$ cat config.mk
export PLATFORM = sky130hd
export DESIGN_NAME = ebc_ctrl
export DESIGN_NICKNAME = d
export VERILOG_FILES = /design/src/rtl/ebc_pkg.sv /design/src/rtl/ebc_cfg_reg.sv /design/src/rtl/ebc_seq.sv /design/src/rtl/ebc_strobe.sv /design/src/rtl/ebc_ctrl.sv
export SDC_FILE = /design/constraint.sdc
export NUM_CORES = 1
export LEC_CHECK = 0
export CAP_MARGIN = 5
export CORE_UTILIZATION = 51
export CTS_CLUSTER_SIZE = 28
export DETAILED_ROUTE_END_ITERATION = 8
export PLACE_DENSITY = 0.86
export SLEW_MARGIN = 5
export SYNTH_ARGS = -nofsm -noshare
export SYNTH_HDL_FRONTEND = slang
export SYNTH_SLANG_ARGS = --single-unit
$ cat constraint.sdc
create_clock -name clk -period 12.93 [get_ports clk]
set_input_delay 2.586 -clock clk [delete_from_list [all_inputs] [get_ports clk]]
set_output_delay 2.586 -clock clk [all_outputs]
set_load 0.01 [all_outputs]
$ cat src/rtl/ebc_pkg.sv
`timescale 1ns/1ps
package ebc_pkg;
  localparam int SETUP_W = 2;
  localparam int WAIT_W  = 4;
  localparam int HOLD_W  = 2;
  localparam int IDLE_W  = 3;
  localparam int MAX_WAIT = 12;
  // longest access: 3 + 12 + 3 + 2 cycles
  localparam int MAX_LEN = (2**SETUP_W - 1) + MAX_WAIT + (2**HOLD_W - 1) + 2;
  localparam int CNT_W   = $clog2(MAX_LEN + 1);

  typedef struct packed {
    logic [SETUP_W-1:0] setup;
    logic [WAIT_W-1:0]  wt;
    logic [HOLD_W-1:0]  hold;
    logic [IDLE_W-1:0]  idle;
  } ebc_cfg_t;

  localparam ebc_cfg_t CFG_SLOW = '{setup: '1, wt: '1, hold: '1, idle: '1};

  // wait code -> wait cycles, monotonic, saturating at MAX_WAIT
  function automatic logic [CNT_W-1:0] wait_cycles(input logic [WAIT_W-1:0] code);
    logic [CNT_W-1:0] c;
    c = CNT_W'(code);
    if (code <= WAIT_W'(5))       return c;
    else if (code >= WAIT_W'(13)) return CNT_W'(MAX_WAIT);
    else                          return c - CNT_W'(1);
  endfunction

  // index of the last cycle with chip select low
  function automatic logic [CNT_W-1:0] last_cycle(input ebc_cfg_t cfg);
    return CNT_W'(cfg.setup) + wait_cycles(cfg.wt) + CNT_W'(cfg.hold) + CNT_W'(1);
  endfunction
endpackage

$ cat src/rtl/ebc_cfg_reg.sv
`timescale 1ns/1ps
module ebc_cfg_reg
  import ebc_pkg::*;
(
  input  logic     clk,
  input  logic     rst_n,
  input  logic     we,
  input  ebc_cfg_t cfg_in,
  output ebc_cfg_t cfg_q
);
  always_ff @(posedge clk or negedge rst_n) begin
    if (!rst_n)  cfg_q <= CFG_SLOW;
    else if (we) cfg_q <= cfg_in;
  end
endmodule

$ cat src/rtl/ebc_seq.sv
`timescale 1ns/1ps
module ebc_seq
  import ebc_pkg::*;
(
  input  logic     clk,
  input  logic     rst_n,
  input  logic     start,
  input  logic     start_write,
  input  ebc_cfg_t cfg_in,
  output logic     ready,
  output logic     in_access,
  output logic     cur_write,
  output logic     strobe_win,
  output logic     capture,
  output logic     done
);
  typedef enum logic [1:0] {S_IDLE, S_ACC, S_GAP} seq_state_e;

  seq_state_e        state;
  ebc_cfg_t          cur;
  logic [CNT_W-1:0]  cnt;
  logic [IDLE_W-1:0] gcnt;
  logic [CNT_W-1:0]  s_c, sw_c, last_c;
  logic              at_last;

  always_comb begin
    s_c     = CNT_W'(cur.setup);
    sw_c    = s_c + wait_cycles(cur.wt);
    last_c  = last_cycle(cur);
    at_last = (state == S_ACC) && (cnt == last_c);
  end

  always_ff @(posedge clk or negedge rst_n) begin
    if (!rst_n) begin
      state     <= S_IDLE;
      cur       <= CFG_SLOW;
      cnt       <= '0;
      gcnt      <= '0;
      cur_write <= 1'b0;
      done      <= 1'b0;
    end else begin
      done <= at_last;
      unique case (state)
        S_IDLE: if (start) begin
          state     <= S_ACC;
          cnt       <= '0;
          cur       <= cfg_in;
          cur_write <= start_write;
        end
        S_ACC: begin
          if (at_last) begin
            if (cur_write && (cur.idle != '0)) begin
              state <= S_GAP;
              gcnt  <= cur.idle;
            end else begin
              state <= S_IDLE;
            end
          end else begin
            cnt <= cnt + CNT_W'(1);
          end
        end
        S_GAP: begin
          if (gcnt == IDLE_W'(1)) state <= S_IDLE;
          else                    gcnt  <= gcnt - IDLE_W'(1);
        end
        default: state <= S_IDLE;
      endcase
    end
  end

  assign ready      = (state == S_IDLE);
  assign in_access  = (state == S_ACC);
  assign strobe_win = in_access && (cnt >= s_c) && (cnt <= sw_c);
  assign capture    = in_access && !cur_write && (cnt == sw_c);
endmodule

$ cat src/rtl/ebc_strobe.sv
`timescale 1ns/1ps
module ebc_strobe (
  input  logic clk,
  input  logic rst_n,
  input  logic win,
  input  logic wr,
  output logic rd_n,
  output logic we_n
);
  // falling-edge launch gives the half-cycle offsets
  always_ff @(negedge clk or negedge rst_n) begin
    if (!rst_n) begin
      rd_n <= 1'b1;
      we_n <= 1'b1;
    end else begin
      rd_n <= !(win && !wr);
      we_n <= !(win && wr);
    end
  end
endmodule

$ cat src/rtl/ebc_ctrl.sv
`timescale 1ns/1ps
module ebc_ctrl
  import ebc_pkg::*;
#(
  parameter int ADDR_W = 21,
  parameter int DATA_W = 16
) (
  input  logic              clk,
  input  logic              rst_n,
  input  logic              cfg_we,
  input  logic [1:0]        cfg_setup,
  input  logic [3:0]        cfg_wait,
  input  logic [1:0]        cfg_hold,
  input  logic [2:0]        cfg_idle,
  input  logic              req_valid,
  output logic              req_ready,
  input  logic              req_write,
  input  logic [ADDR_W-1:0] req_addr,
  input  logic [DATA_W-1:0] req_wdata,
  output logic              rsp_done,
  output logic [DATA_W-1:0] rsp_rdata,
  output logic [ADDR_W-1:0] bus_addr,
  output logic              bus_cs_n,
  output logic              bus_rd_n,
  output logic              bus_we_n,
  output logic              bus_oe,
  output logic [DATA_W-1:0] bus_dout,
  input  logic [DATA_W-1:0] bus_din
);
  ebc_cfg_t cfg_new, cfg_q;
  logic     acc_start, in_access, cur_write, strobe_win, capture;

  assign cfg_new   = '{setup: cfg_setup, wt: cfg_wait, hold: cfg_hold, idle: cfg_idle};
  assign acc_start = req_valid && req_ready;

  ebc_cfg_reg u_cfg (
    .clk(clk), .rst_n(rst_n), .we(cfg_we), .cfg_in(cfg_new), .cfg_q(cfg_q)
  );

  ebc_seq u_seq (
    .clk(clk), .rst_n(rst_n), .start(acc_start), .start_write(req_write),
    .cfg_in(cfg_q), .ready(req_ready), .in_access(in_access),
    .cur_write(cur_write), .strobe_win(strobe_win), .capture(capture),
    .done(rsp_done)
  );

  ebc_strobe u_stb (
    .clk(clk), .rst_n(rst_n), .win(strobe_win), .wr(cur_write),
    .rd_n(bus_rd_n), .we_n(bus_we_n)
  );

  always_ff @(posedge clk or negedge rst_n) begin
    if (!rst_n) begin
      bus_addr  <= '0;
      bus_dout  <= '0;
      rsp_rdata <= '0;
    end else begin
      if (acc_start) begin
        bus_addr <= req_addr;
        bus_dout <= req_wdata;
      end
      if (capture) rsp_rdata <= bus_din;
    end
  end

  assign bus_cs_n = !in_access;
  assign bus_oe   = in_access && cur_write;
endmodule

* After elaboration in Yosys (flattened, before gate mapping) *
Index checks and enable logic that the tools add are counted.

operators by class
  add/sub/neg operators = 6
  multipliers = 0
  divide/modulo/power cells = 0
  order comparisons = 4
  eq/ne operators = 11
  shifts and indexed selects = 0
  muxes and demuxes = 14
  bitwise gates (word level) = 0
  reductions and logical operators = 22

operators by type and width
  cell                 count
  $mux 5               4
  $add 5x1->5 const B  2
  $eq 5x5->1           2
  $logic_and 1x1->1    10
  $pmux 5 s2           1
  $mux 3               3
  $mux 2               4
  $ne 2x1->1 const B   4
  $pmux 2 s3           1
  $pmux 3 s2           1
  $reduce_and 3->1     2
  $add 2x5->5          1
  $add 5x2->5          1
  $ge 5x2->1           1
  $le 5x5->1           1
  $sub 4x1->5 const B  1
  $ge 4x4->1 const B   1
  $le 4x3->1 const B   1
  $logic_not 1->1      4
  $ne 2x2->1 const B   2
  $reduce_and 4->1     1
  $reduce_bool 2->1    2
  $eq 3x1->1 const B   1
  $reduce_bool 3->1    1
  other kinds (5)      5

word-level totals
  register bits after elaboration = 89
  bits in latches = 0
  RAM bits = 0
  bits in read-only memories = 0
  bits of input ports = 69
  memories kept = 0

* Depth between registers and ports, before layout *
Gate-level depths: netlist of the first run.

  word-level depth = 10
  mapped depth = 18

* By module *
From an unflattened synthesis of the first run, not the netlist that was laid out.

second synthesis, totals
  cells, all modules = 344
  area, all modules = 4376.7 um^2

by module, submodules not included
  module       times used  cells an instance  area each (um^2)  sequential area each (um^2)
  ebc_ctrl     1           116                2063.2            1326.3
  ebc_seq      1           200                1785.5            589.3
  ebc_cfg_reg  1           23                 461.7             289.0
  ebc_strobe   1           5                  66.3              52.6

==> results of run 1 <==
-- kinds of logic (layout without fill, tap and decap cells) --
kind of cell	Yosys count	in the layout
compound gates	46	46
xor+xnor	8	8
fa+ha+maj	19	19
buf+inv	39	165
flops	89	89
mux	33	33
simple gates	193	193
-- routing by layer --
metal	part of all wire	track usage
met1	0.41	0.288
met2	0.51	0.406
met5	0	0
met4	0.019	0.112
met3	0.063	0.0618
-- cell usage in the layout, fill, tap and decap left out, types with 2 or more instances in the layout --
cell type and count:
xnor2_1 8, nor2b_1 4, a21oi_1 10, dfstp_2 24, nor3_1 2, o21ai_2 2, nand3_1 4, inv_1 20
nand2_1 147, nor4_1 2, clkdlybuf4s50_1 126, fa_1 2, and3_1 3, nand2b_1 3, inv_4 2, a221oi_1 2
a211oi_1 2, a21o_1 4, o21ai_0 12, ha_1 17, mux2_2 28, or3_1 5, mux2i_1 5, dfrtp_1 65
nand4_1 4, buf_4 3, o21bai_1 2, nor2_1 12, clkbuf_8 10
-- path summary, 6_finish.rpt --
path	from	endpoint	slack, ns
min in group asynchronous	rst_n	rsp_rdata[13]	2.03
min	u_cfg.cfg_q[8]	u_seq.cur[8]	0.46
max	u_seq.cur[6]	u_stb.rd_n	2.34
max in group asynchronous	rst_n	u_stb.rd_n	4.24
min reg2reg	u_cfg.cfg_q[8]	u_seq.cur[8]	0.46
max reg2reg	u_seq.cur[6]	u_stb.rd_n	2.34
-- power by group --
group | switching (uW) | internal [uW] | total, uW
Clock | 103 | 88.7 | 192
Combinational | 463 | 460 | 923
Sequential | 86.2 | 413 | 499
-- final cells by class --
cell class / instances / area (sq um)
Timing Repair Buffer: 129 / 1280
Tap cell: 102 / 128
Sequential cell: 89 / 2260
Clock inverter: 7 / 42.5
Clock buffer: 11 / 163
Inverter: 18 / 67.6
Multi-Input combinational cell: 299 / 1850
Fill cell: 539 / 2100
-- through the flow --
stage / setup WS (ns) / hold WS, ns
after floorplan: 2.63 / 0.433
after global placement: 2.51 / 0.439
after detailed placement: 2.35 / 0.443
after CTS: 2.36 / 0.457
after global routing: 1.98 / 0.477
final: 2.34 / 0.456
-- sequential cells by signal, indices dropped and copies added, names as in the netlist --
name             flops
bus_dout            16
u_seq.state          2
u_seq.cur           11
u_seq.gcnt           3
u_stb.we_n           1
u_seq.cnt            5
u_cfg.cfg_q         11
u_seq.cur_write      1
u_stb.rd_n           1
bus_addr            21
u_seq.done           1
rsp_rdata           16
-- critical path, stage by stage, from the launching register on --
cell      delay (ns)
dfstp_2         0.58
inv_1           0.09
ha_1            0.24
nand2b_1        0.21
a22oi_1         0.20
nor2_1          0.07
a211oi_1        0.33
inv_1           0.11
fa_1            0.58
or3_1           0.42
ha_1            0.29
and4_1          0.19
a221o_1         0.34
a221oi_1        0.33
nand2_1         0.11
==> reports/qor.csv, run 1 <==
metric,value,unit
clock_latency,0.39,ns
synth-seq-cells,89,
ys_seq_area_frac,0.530,
setup_viol,0,
crit_required,6.77,ns
grt_pass1_vias,3587,
dp.cells,638,
min_delay_path_depth,2,
vias,3419,
overflow,0,
htreeDepth,3,
avgViaCountPerCell,5.22,
cts_sinks,89,
dieArea,8720,sq um
area_growth,35.9,%
gp_congestion,0.843,
setup_tns,0,ns
utilization,0.734,
die_w,93.4,microns
reg2regPathDepth,14,
cp_max_fo,12,
synth_compound_area_frac,0.0825,
powerDensity,279,nW/um^2
die_h,93.4,microns
yosysTopAreaCellShare,0.382,
final.setup_skew,0.0483,ns
rows,32,
yosysMostFrequentCell,nand2_1,
synth_xor_area_frac,0.0164,
synth_edf_count,0,
portBuffers,127,
cts_hold_buf,0,
avgSynthCellArea,9.98,sq um
synthAdderAreaFrac,0.0593,
cts_made_buffers,9,
fin_nets,636,
track_usage,0.241,
path_class,flop to flop,
cap_violations,0,
grt_max_degree,82,
cts_buffer_depth,2,
dpl-instance-area,5590,sq um
slew_headroom,0.301,
post-dp-hpwl,7180,microns
final_area,5790,sq um
syn_area,4260,sq um
ios,128,
drv_slew,0,
peakVddDrop,134,uV
synth_top_family_by_area,simple AND/OR/NAND/NOR gates,
cts_tree,built,
rsz0062_at_grt,false,
synth_ff_type,dfrtp_1,
clk_pin_slew_worst_paths,0.09,ns
synthDistinctLibCells,48,
syn_inst,427,
crit_path_end_kind,flop,
p_total,1610,uW
n_antenna_cell,0,
root_buffer,clkbuf_8,
async_flop_share,1.00,
initial_core_util,0.540,
synth_area_leader_cell,dfrtp_1,
tightest_slew,1.05,ns
drtIter0Drc,182,
drc_errors,0,
cts_setup_buffers,0,
finalHoldViolCount,0,
firstDrtPassIters,4,
muxShareOfSynthArea,0.0858,
netlist_top_cells_count,"nand2_1 (147), dfrtp_1 (65), mux2_2 (28)",
synth.area.top_cells,"dfrtp_1 (38%), dfstp_2 (15%), nand2_1 (13%)",
drt_wl_total,9770,microns
leakage,0.00264,uW
grt_pass1_wl,16300,microns
antenna_found_initial,0,
final_cells,655,
cts_resized,0,
holdCritPathClass,flop to flop,
status,completed,
postRouteAntennaNets,0,
core-area,7890,sq um
worstPathArrival,4.43,ns
avgRoutedWirePerCell,14.9,microns
start_kind,flop,
syn-num-nets,515,
drive_above_1_share,0.146,
yosysWarnings,0,
synthSimpleGateAreaFrac,0.189,
No activity file was read; power rests on OpenSTA's default activity.
==> inputs of run 2 (changes only) <==
CORE_UTILIZATION = 43   (was 51)
PLACE_DENSITY = 0.77   (was 0.86)
clock period = 9 ns   (was 12.93 ns; I/O delays follow)
==> reports/qor.csv, run 2 (synthesized netlist as in run 1, its figures left out) <==
metric,value,unit,change
mostFrequentLayoutCells,"nand2_1 (147), clkdlybuf4s50_1 (126), dfrtp_1 (65)",,
vias,3401,,-0.53%
clock_latency,0.39,ns,about the same
gp_congestion,0.840,,-0.36%
crit_path_end_kind,flop,,
switchingPower,930,uW,+43%
grt_pass1_wl,16700,microns,+2.1%
p_total,2320,uW,+44%
n_antenna_cell,0,,unchanged
fin_nets,636,,unchanged
die_h,102,microns,+8.7%
internal_power,1390,uW,+44%
reg2regPathDepth,14,,unchanged
post-dp-hpwl,7120,microns,-0.82%
min_delay_path_depth,2,,unchanged
switching_share,0.401,,-0.00327
cts_buffer_depth,2,,unchanged
drive_above_1_share,0.148,,+0.00181
holdCritPathClass,flop to flop,,
ios,128,,unchanged
peakVddDrop,163,uV,+21%
tightest_slew,1.05,ns,-0.00270 ns
grt_max_degree,58,,-29%
setup_viol,0,,unchanged
area_growth,36.9,%,
start_kind,flop,,
overflow,0,,unchanged
reg2reg_from,u_seq.cur[6],,
avgViaCountPerCell,4.99,,-4.5%
p_seq_frac,0.308,,about the same
cts_tree,built,,
largestRegisters,"bus_addr x21, bus_dout x16, rsp_rdata x16",,
portBuffers,127,,unchanged
slew_headroom,0.303,,+0.00180
drc_errors,0,,unchanged
postRouteAntennaNets,0,,unchanged
path_class,flop to flop,,
r2r-end,u_stb.rd_n,,
cts_sinks,89,,unchanged
core-area,9420,sq um,+19%
grt_pass1_vias,3564,,-0.64%
holdPathEnd,u_seq.cur[2],,
cts_made_buffers,9,,unchanged
root_buffer,clkbuf_8,,
die_w,102,microns,+8.7%
status,completed,,
track_usage,0.210,,-0.0310
rows,35,,+9.4%
final.setup_skew,0.0543,ns,+0.00599 ns
hold_start,u_cfg.cfg_q[2],,
worstPathArrival,4.35,ns,-0.08 ns
r2r_slack,0.45,ns,-1.89 ns
initial_core_util,0.452,,-0.0876
cap_violations,0,,unchanged
largest_reg_flops,21,,unchanged
p_clk_frac,0.122,,+0.003
drtIter0Drc,103,,-43%
firstDrtPassIters,4,,unchanged
clk_pin_slew_worst_paths,0.09,ns,about the same
registers.top_by_ff_count,bus_addr,,
cts_hold_buf,0,,unchanged
cp_max_fo,12,,unchanged
drv_slew,0,,unchanged
layout_commonest_cell,nand2_1,,
avgRoutedWirePerCell,14.3,microns,-4.4%
setup_tns,0,ns,unchanged
drt_wl_total,9730,microns,-0.42%
htreeDepth,3,,unchanged
leakage,0.00263,uW,-0.35%
combPwrFrac,0.570,,-0.002
antenna_found_initial,0,,unchanged
finalHoldViolCount,0,,unchanged
rsz0062_at_grt,false,,
powerDensity,397,nW/um^2,+43%
crit_required,4.80,ns,-1.97 ns
dieArea,10300,sq um,+18%
fillers,802,,+49%
-- run 2: area by class of cell --
cell class | count | area (sq um) | share of cell area
inverters | 18 | 67.6 | 0.0116
repair buffers | 129 | 1280 | 0.220
clock inverters | 8 | 86.3 | 0.0148
well taps | 129 | 161 | 0.0277
multi-input cells | 299 | 1850 | 0.317
clock buffers | 10 | 128 | 0.0219
flip-flops and latches | 89 | 2260 | 0.387
-- run 2: what timing repair did --
action	in CTS	in global routing
gates resized for setup	0	1
setup buffers	0	0
endpoints found under the setup margin	0	2
-- run 2: power groups by stage --
stage / Sequential, uW / Clock (uW) / Combinational, uW
finish: 714 / 283 / 1320
global route: 740 / 312 / 1480
CTS: 715 / 294 / 1330
detailed placement: 721 / 2.09 / 1330
global placement: 710 / 2.09 / 1280
floorplan: 744 / 2.09 / 827
-- run 2: how the worst max path moves through the flow --
stage	start	end	slack, ns	cells past startpoint
after global routing	u_seq.cur[6]	u_stb.we_n	0.11	14
after CTS	u_seq.cur[6]	u_stb.rd_n	0.33	14
after detailed placement	u_seq.cur[6]	u_stb.we_n	0.31	14
after floorplan	u_seq.cur[6]	u_stb.rd_n	0.66	15
after global placement	u_seq.cur[6]	u_stb.we_n	0.50	14
final	u_seq.cur[6]	u_stb.rd_n	0.45	14
-- run 2: layer usage --
layer | wire length (microns) | GRT usage | vias to the layer above
li1 | - | - | 1649
met5 | 0 | 0 | -
met4 | 116 | 0.0602 | 0
met1 | 4050 | 0.250 | 1632
met2 | 4860 | 0.362 | 109
met3 | 708 | 0.0683 | 11
-- run 2: critical path, stage by stage (launching register included) --
cell and delay (ns):
dfstp_2 0.58, inv_1 0.10, ha_1 0.23, nand2b_1 0.21, a22oi_1 0.23, nor2_1 0.07
a211oi_1 0.34, inv_1 0.12, fa_2 0.47, or3_1 0.40, ha_1 0.29, and4_1 0.19
a221o_1 0.35, a221oi_1 0.33, nand2_1 0.10
-- run 2: stage by stage --
stage	instance area [sq um]	setup WS, ns	hold WS [ns]	utilization	cells
finish	5830	0.450	0.451	0.620	682
global route	5830	0.113	0.472	0.620	682
CTS	5830	0.331	0.455	0.619	682
detailed placement	5620	0.307	0.444	0.597	665
global placement	5620	0.499	0.446	0.597	665
floorplan	4260	0.660	0.433	-	427
==> inputs of run 3 (changes only) <==
CORE_UTILIZATION = 40   (was 43)
PLACE_DENSITY = 0.81   (was 0.77)
==> reports/qor.csv, run 3 (synthesized netlist as in run 1, its figures left out) <==
metric,value,unit,change
utilization,0.565,,-0.0544
combPwrFrac,0.573,,+0.003
final.setup_skew,0.0465,ns,-0.00780 ns
cts_setup_buffers,0,,unchanged
registers.top_by_ff_count,bus_addr,,
grt_pass1_wl,16600,microns,-0.79%
drc_errors,0,,unchanged
mostFrequentLayoutCells,"nand2_1 (147), clkdlybuf4s50_1 (126), dfrtp_1 (65)",,
leakage,0.00263,uW,about the same
crit_slowest_cell,dfstp_2,,
drv_slew,0,,unchanged
layout_commonest_cell,nand2_1,,
cts_resized,0,,unchanged
internal_power,1380,uW,-0.48%
worstPathArrival,4.35,ns,about the same
antenna_found_initial,0,,unchanged
p_clk_frac,0.118,,-0.004
vias,3400,,-0.029%
drive_above_1_share,0.148,,unchanged
dpl-instance-area,5630,sq um,+0.16%
fillers,895,,+12%
rows,37,,+5.7%
clock_latency,0.38,ns,about the same
largestRegisters,"bus_addr x21, bus_dout x16, rsp_rdata x16",,
slew_headroom,0.313,,+0.0104
path_class,flop to flop,,
cp.depth,14,,unchanged
tightest_slew,1.03,ns,-0.0156 ns
cts_buffer_depth,2,,unchanged
gp_congestion,0.843,,+0.30%
clk_pin_slew_worst_paths,0.09,ns,about the same
hold_slack,0.456,ns,+0.00447 ns
track_usage,0.187,,-0.0223
final_area,5840,sq um,about the same
crit_path_end_kind,flop,,
setup_tns,0,ns,unchanged
drtIter0Drc,116,,+13%
drt_wl_total,9690,microns,-0.48%
worstPathCellList,inv_1 -> ha_1 -> nand2b_1 -> a22oi_1 -> nor2_1 -> a211oi_1 -> inv_1 -> fa_2 -> or3_1 -> ha_1 -> and4_1 -> a221o_1 -> a221oi_1 -> nand2_1,,
holdPathEnd,u_seq.cur[1],,
cts_sinks,89,,unchanged
p_seq_frac,0.309,,about the same
firstDrtPassIters,4,,unchanged
cap_violations,0,,unchanged
largest_reg_flops,21,,unchanged
initial_core_util,0.413,,-0.0398
cp_max_fo,12,,unchanged
die_w,105,microns,+3.6%
holdCritPathClass,flop to flop,,
finalHoldViolCount,0,,unchanged
grt_max_degree,58,,unchanged
status,completed,,
r2r_slack,0.45,ns,about the same
start_kind,flop,,
switchingPower,931,uW,about the same
core-area,10300,sq um,+9.6%
reg2regPathDepth,14,,unchanged
max_stage_delay,0.58,ns,about the same
avgRoutedWirePerCell,14.1,microns,-1.5%
powerDensity,396,nW/um^2,-0.28%
cp_num_buf_inv,2,,unchanged
post-dp-hpwl,7230,microns,+1.6%
overflow,0,,unchanged
root_buffer,clkbuf_8,,
setup_viol,0,,unchanged
critPathTopFamily,compound AO/OA/AOI/OAI gates,,
fin_nets,636,,unchanged
ios,128,,unchanged
htreeDepth,3,,unchanged
cts_hold_buf,0,,unchanged
dieArea,11100,sq um,+7.3%
hold_start,u_cfg.cfg_q[1],,
area_growth,37.0,%,about the same
postRouteAntennaNets,0,,unchanged
peakVddDrop,174,uV,+6.5%
grt_pass1_vias,3584,,+0.56%
r2r-end,u_stb.rd_n,,
cts_made_buffers,9,,unchanged
cts_tree,built,,
rsz0062_at_grt,false,,
portBuffers,127,,unchanged
die_h,105,microns,+3.6%
n_antenna_cell,0,,unchanged
reg2reg_from,u_seq.cur[6],,
avgViaCountPerCell,4.93,,-1.0%
switching_share,0.402,,+0.00136
crit_required,4.79,ns,about the same
min_delay_path_depth,2,,unchanged
==> run 3: layout make-up <==
type | count | area, sq um | area share
inverter | 18 | 67.6 | 0.0116
multi-input combinational | 299 | 1850 | 0.317
clock buffer | 12 | 166 | 0.0285
clock inverter | 6 | 40.0 | 0.00686
sequential | 89 | 2260 | 0.387
timing repair buffer | 129 | 1280 | 0.220
tap | 136 | 170 | 0.0292
==> run 3: worst register-to-register path: stages, from the launching register on <==
cell and delay (ns):
dfstp_2 0.58, inv_1 0.10, ha_1 0.23, nand2b_1 0.22
a22oi_1 0.22, nor2_1 0.08, a211oi_1 0.33, inv_1 0.11
fa_2 0.47, or3_1 0.40, ha_1 0.30, and4_1 0.19
a221o_1 0.34, a221oi_1 0.32, nand2_1 0.11
==> run 3: worst max path at each step <==
stage                  to          from  slack [ns]
2_1_floorplan  u_stb.rd_n  u_seq.cur[6]        0.66
3_3_place_gp   u_stb.we_n  u_seq.cur[6]        0.51
3_5_place_dp   u_stb.rd_n  u_seq.cur[6]        0.34
4_1_cts        u_stb.rd_n  u_seq.cur[6]        0.35
5_1_grt        u_stb.rd_n  u_seq.cur[6]        0.13
6_report       u_stb.rd_n  u_seq.cur[6]        0.45
==> run 3: metrics by stage <==
stage	instances	setup slack [ns]	total power (uW)
floorplan	427	0.660	1570
global placement	672	0.508	1970
detailed placement	672	0.340	2050
CTS	689	0.351	2330
global route	689	0.125	2510
finish	689	0.448	2310
==> run 3: power by group through the flow <==
stage | clock network, uW | logic [uW] | registers (uW)
floorplan | 2.09 | 827 | 744
global placement | 2.09 | 1260 | 709
detailed placement | 2.09 | 1330 | 723
CTS | 280 | 1330 | 717
global route | 297 | 1480 | 736
finish | 273 | 1320 | 715
==> run 3: routing by layer <==
layer / part of all wire / global-route usage / vias to the layer above
met4: 0.016 / 0.0553 / 0
li1: - / - / 1648
met1: 0.42 / 0.224 / 1628
met3: 0.070 / 0.0580 / 17
met5: 0 / 0 / -
met2: 0.49 / 0.322 / 107
